===== config.mk =====
export PLATFORM = sky130hd
export DESIGN_NAME = bmm_unit
export DESIGN_NICKNAME = d
export VERILOG_FILES = /design/src/rtl/bmm_pkg.sv /design/src/rtl/bmm_transpose.sv /design/src/rtl/bmm_product.sv /design/src/rtl/bmm_unit.sv
export SDC_FILE = /design/constraint.sdc
export NUM_CORES = 1
export LEC_CHECK = 0
export BUFFER_PORTS_ARGS = -buffer_cell sky130_fd_sc_hd__buf_2
export CAP_MARGIN = 25
export CORE_MARGIN = 1
export CORE_UTILIZATION = 36
export CTS_CLUSTER_DIAMETER = 40
export DETAILED_ROUTE_END_ITERATION = 10
export HOLD_SLACK_MARGIN = 0.03
export SETUP_SLACK_MARGIN = 0.15
export SLEW_MARGIN = 30
export SYNTH_ARGS = -nofsm -noshare
export SYNTH_HDL_FRONTEND = slang
export SYNTH_SLANG_ARGS = --single-unit
export TNS_END_PERCENT = 5

===== constraint.sdc =====
create_clock -name clk_i -period 0.8 [get_ports clk_i]
set_clock_uncertainty 0.15 [all_clocks]
set_input_delay 0.12 -clock clk_i [delete_from_list [all_inputs] [get_ports clk_i]]
set_output_delay 0.12 -clock clk_i [all_outputs]
set_load 0.02 [all_outputs]

===== src/rtl/bmm_pkg.sv =====
package bmm_pkg;
  localparam int unsigned DIM = 8;
  localparam int unsigned WIDTH = DIM * DIM;

  typedef enum logic [1:0] {
    OP_FLIP = 2'b00,
    OP_XOR  = 2'b01,
    OP_OR   = 2'b10,
    OP_RSVD = 2'b11
  } bmm_op_e;
endpackage


===== src/rtl/bmm_transpose.sv =====
module bmm_transpose #(
  parameter int unsigned DIM = 8,
  localparam int unsigned WIDTH = DIM * DIM
) (
  input  logic [WIDTH-1:0] m_i,
  output logic [WIDTH-1:0] t_o
);
  for (genvar j = 0; j < DIM; j++) begin : g_row
    for (genvar k = 0; k < DIM; k++) begin : g_col
      assign t_o[j*DIM + k] = m_i[k*DIM + j];
    end
  end
endmodule


===== src/rtl/bmm_product.sv =====
module bmm_product #(
  parameter int unsigned DIM = 8,
  localparam int unsigned WIDTH = DIM * DIM
) (
  input  logic [WIDTH-1:0] a_i,
  input  logic [WIDTH-1:0] bt_i,
  output logic [WIDTH-1:0] xor_o,
  output logic [WIDTH-1:0] or_o
);
  for (genvar r = 0; r < DIM; r++) begin : g_r
    for (genvar c = 0; c < DIM; c++) begin : g_c
      logic [DIM-1:0] term;
      assign term = a_i[r*DIM +: DIM] & bt_i[c*DIM +: DIM];
      assign xor_o[r*DIM + c] = ^term;
      assign or_o[r*DIM + c]  = |term;
    end
  end
endmodule


===== src/rtl/bmm_unit.sv =====
module bmm_unit
  import bmm_pkg::*;
(
  input  logic             clk_i,
  input  logic             rst_ni,
  input  logic             valid_i,
  input  logic [1:0]       op_i,
  input  logic [WIDTH-1:0] a_i,
  input  logic [WIDTH-1:0] b_i,
  output logic [WIDTH-1:0] result_o,
  output logic             valid_o
);
  logic [WIDTH-1:0] a_flip, b_flip, prod_xor, prod_or, nxt;

  bmm_transpose #(.DIM(DIM)) u_flip_a (.m_i(a_i), .t_o(a_flip));
  bmm_transpose #(.DIM(DIM)) u_flip_b (.m_i(b_i), .t_o(b_flip));

  bmm_product #(.DIM(DIM)) u_prod (
    .a_i  (a_i),
    .bt_i (b_flip),
    .xor_o(prod_xor),
    .or_o (prod_or)
  );

  always_comb begin
    unique case (bmm_op_e'(op_i))
      OP_FLIP: nxt = a_flip;
      OP_XOR:  nxt = prod_xor;
      OP_OR:   nxt = prod_or;
      default: nxt = '0;
    endcase
  end

  always_ff @(posedge clk_i or negedge rst_ni) begin
    if (!rst_ni) begin
      result_o <= '0;
      valid_o  <= 1'b0;
    end else begin
      valid_o <= valid_i;
      if (valid_i) result_o <= nxt;
    end
  end

  a_r6_valid_rise: assert property (@(posedge clk_i) disable iff (!rst_ni)
    valid_i |=> valid_o);
  a_r6_valid_fall: assert property (@(posedge clk_i) disable iff (!rst_ni)
    !valid_i |=> !valid_o);
  a_r7_hold: assert property (@(posedge clk_i) disable iff (!rst_ni)
    !valid_i |=> $stable(result_o));
  a_r5_reserved_zero: assert property (@(posedge clk_i) disable iff (!rst_ni)
    (valid_i && op_i == 2'b11) |=> result_o == '0);
  a_r3_or_zero_row: assert property (@(posedge clk_i) disable iff (!rst_ni)
    (valid_i && op_i == 2'b10 && a_i == '0) |=> result_o == '0);
  a_r1_flip_zero: assert property (@(posedge clk_i) disable iff (!rst_ni)
    (valid_i && op_i == 2'b00 && a_i == '1) |=> result_o == '1);
endmodule


==> impl_metrics.json <==
{
  "rows": 63,
  "mappedNetlistNets": 1906,
  "synth.largest_area_cell": "sky130_fd_sc_hd__ha_1",
  "cp.required_ps": 880,
  "drcViolationCount": 0,
  "p_seq_share_pct": 19.0,
  "failing_checks": "hold timing, setup timing",
  "synth.area.top_cells": "sky130_fd_sc_hd__ha_1 (29%), sky130_fd_sc_hd__nand2_1 (20%), sky130_fd_sc_hd__dfrtp_1 (15%)",
  "timing.max_slew.rel_slack_pct": 78.7,
  "routed_via_density": 6.08,
  "floorplan.io_pins": 198,
  "layout_worst_path_cycle_share_pct": 170,
  "cts_tree": "built",
  "dpl-instance-area_mm2": 0.0151,
  "final_antenna_net_count": 0,
  "vdd_ir_drop_max_mv": 1.12,
  "rr_startpoint": "result_o[6]",
  "synth.yosys.warnings": 0,
  "drive_above_1_share_pct": 36.1,
  "min_period_ps": 1360,
  "synth.ff_latch_count": 65,
  "clk_root_buffer_cell": "sky130_fd_sc_hd__clkbuf_16",
  "timing.final.hold_violations": 77,
  "clockBufferDepth": 2,
  "grt_start_max_net_pins": 57,
  "portbufs": 197,
  "die_x_um": 177,
  "path_clk_slew_ps": 70,
  "h-tree-depth": 3,
  "worst-endpoint-arrival_ps": 1440,
  "area_of_the_die_mm2": 0.0312,
  "max_freq_ghz": 0.736,
  "max_cap_viol_count": 0,
  "crit_path_start_kind": "primary input",
  "timing.final.ws_setup_ps": -559,
  "timing.hold.ws_ps": -554,
  "drt-pass1-iter-count": 7,
  "grt_util_all_layers_pct": 37.1,
  "postSynthCellCount": 1517,
  "status": "finished, violations left",
  "worstSkewPairLatency_ps": 380,
  "via_count": 13412,
  "hpwlAfterDp_um": 42200,
  "power_density_mw_per_mm2": 1250,
  "routedWlPerCell_um": 26.9,
  "post-route-cell-area_mm2": 0.0175,
  "power.share.switching_pct": 41.4,
  "critical_path.endpoint_type": "register",
  "final_nets": 2198,
  "floorplan.initialDensity_pct": 36.8,
  "synth-seq-area-share_pct": 14.8,
  "gpl.final_weighted_congestion": 1.00,
  "first_pass_grt_wire_length_um": 83200,
  "unrepaired_setup_endpoints_after_global_routing": "yes",
  "critPathLaunch": "b_i[31]",
  "setup_violations_final": 129,
  "p_sw_mw": 9.04,
  "synth.distinct_cells": 19,
  "die_h_um": 177,
  "dpl_worst_slack_ps": -979,
  "timing_worst_slew_pin_value_ps": 319,
  "syn_area_mm2": 0.0110,
  "cts_sinks": 65,
  "post_synth.cell_area_avg_um2": 7.25,
  "worst-path-max-fanout": 8,
  "holdCritPathClass": "primary input to asynchronous set/reset pin",
  "drt_iter0_markers": 1920,
  "first_global_vias": 13077,
  "routed_wl_um": 59300,
  "antenna_violations_before_repair": 0,
  "grt.overflow.total": 0,
  "power.internal_mw": 12.8,
  "power.share.clock_pct": 21.2,
  "areaGrowthSynthToFinish_pct": 59.1,
  "leakage_nw": 7.95,
  "fp.coreArea_mm2": 0.0299,
  "criticalPathCategory": "primary input to register",
  "fin_tns_setup_ps": -51020,
  "netlist.area_leader.share_pct": 29.1,
  "timing_max_transition_violations_final": 0,
  "tritoncts.num_buffers": 9,
  "share_comb_of_total_power_pct": 59.8
}
cell type report:
type / count / area [um^2]
repair buffers: 449 / 4930
fillers: 2571 / 12400
multi-input cells: 1284 / 10100
flip-flops and latches: 65 / 1630
diodes: 1 / 2.50
clock inverters: 3 / 65.1
well taps: 390 / 488
clock buffers: 13 / 240
power by group through the flow:
stage	Clock, mW	Sequential (mW)	Combinational (mW)
floorplan	0	4.70	6.53
global placement	0	4.19	10.8
detailed placement	0	4.19	11.1
CTS	4.61	4.13	11.9
global route	4.72	4.20	13.8
finish	4.62	4.16	13.0
placed cells by master (no fill, tap or decap), types with 2 or more instances in the layout:
cell type / n
sky130_fd_sc_hd__nand2_2: 47
sky130_fd_sc_hd__a31oi_1: 64
sky130_fd_sc_hd__xor2_2: 10
sky130_fd_sc_hd__ha_1: 196
sky130_fd_sc_hd__buf_6: 70
sky130_fd_sc_hd__buf_12: 108
sky130_fd_sc_hd__a21oi_2: 10
sky130_fd_sc_hd__a21oi_1: 54
sky130_fd_sc_hd__xor2_1: 54
sky130_fd_sc_hd__buf_2: 79
sky130_fd_sc_hd__dfrtp_1: 64
sky130_fd_sc_hd__buf_8: 13
sky130_fd_sc_hd__nand2_4: 31
sky130_fd_sc_hd__clkbuf_4: 2
sky130_fd_sc_hd__clkbuf_1: 4
sky130_fd_sc_hd__xnor2_1: 98
sky130_fd_sc_hd__ha_4: 60
sky130_fd_sc_hd__nand2_1: 498
sky130_fd_sc_hd__xnor2_2: 30
sky130_fd_sc_hd__a41oi_1: 64
sky130_fd_sc_hd__o21ai_0: 53
sky130_fd_sc_hd__bufinv_16: 2
sky130_fd_sc_hd__buf_4: 175
sky130_fd_sc_hd__o21ai_1: 11
sky130_fd_sc_hd__clkbuf_16: 10
stage by stage:
stage / util, % / cells / power, mW
floorplan: - / 1517 / 11.2
global placement: 50.6 / 2180 / 15.0
detailed placement: 50.6 / 2180 / 15.3
CTS: 55.6 / 2199 / 20.7
global route: 58.5 / 2204 / 22.7
finish: 58.5 / 2205 / 21.8
Yosys cell counts (all sizes together):
library cell / instances
a31oi: 64
nor2: 1
nand3: 1
dfrtp: 65
ha: 256
o21ai: 64
xor2: 64
a41oi: 64
clkbuf: 100
a21oi: 64
nor2b: 1
nand2: 576
xnor2: 128
nand2b: 1
buf: 68
registers in the layout (all words and copies together), names as in the netlist:
name	flops
result_o	64
valid_o	1
routing by layer:
metal	global-route usage [%]	share of wire, %	up-vias
li1	-	-	5704
met3	13.0	15	267
met5	1.60	0	-
met1	45.8	37	6325
met4	23.7	6.9	0
met2	54.2	41	1116
worst max-delay path, stage by stage:
cell and delay, ps:
sky130_fd_sc_hd__buf_2 110, sky130_fd_sc_hd__buf_12 150, sky130_fd_sc_hd__nand2_1 70, sky130_fd_sc_hd__ha_1 330
sky130_fd_sc_hd__xnor2_2 250, sky130_fd_sc_hd__xnor2_2 130, sky130_fd_sc_hd__a21oi_2 180, sky130_fd_sc_hd__a31oi_1 100
path summary, 6_finish.rpt:
check | cells past startpoint | slack [ps] | to
worst min-delay path | 1 | -550 | result_o[57]
worst max-delay path | 8 | -560 | result_o[47]
min in group clk_i | 3 | -110 | result_o[2]
worst min register to register | 2 | 420 | result_o[58]
max in group asynchronous | 2 | 620 | result_o[22]
worst max register to register | 3 | -250 | result_o[6]
kinds of logic (layout without fill, tap and decap cells):
kind of cell	after synthesis	count (layout)	share of synthesized area (%)
flip-flops	65	65	14.8
AO/OA/AOI/OAI	256	256	14.6
other	0	1	0
XOR/XNOR	192	192	15.3
buffers and inverters	168	465	6.28
AND/OR/NAND/NOR	580	580	19.9
adder cells (fa/ha/maj)	256	256	29.1
timing repair:
action,CTS,global route
pin swaps,73,59
gates cloned,1,1
gates resized for setup,277,146
hold endpoints to repair,91,80
buffers inserted,2,4
endpoints found under the setup margin,129,129
No activity file was read; power rests on OpenSTA's default activity.
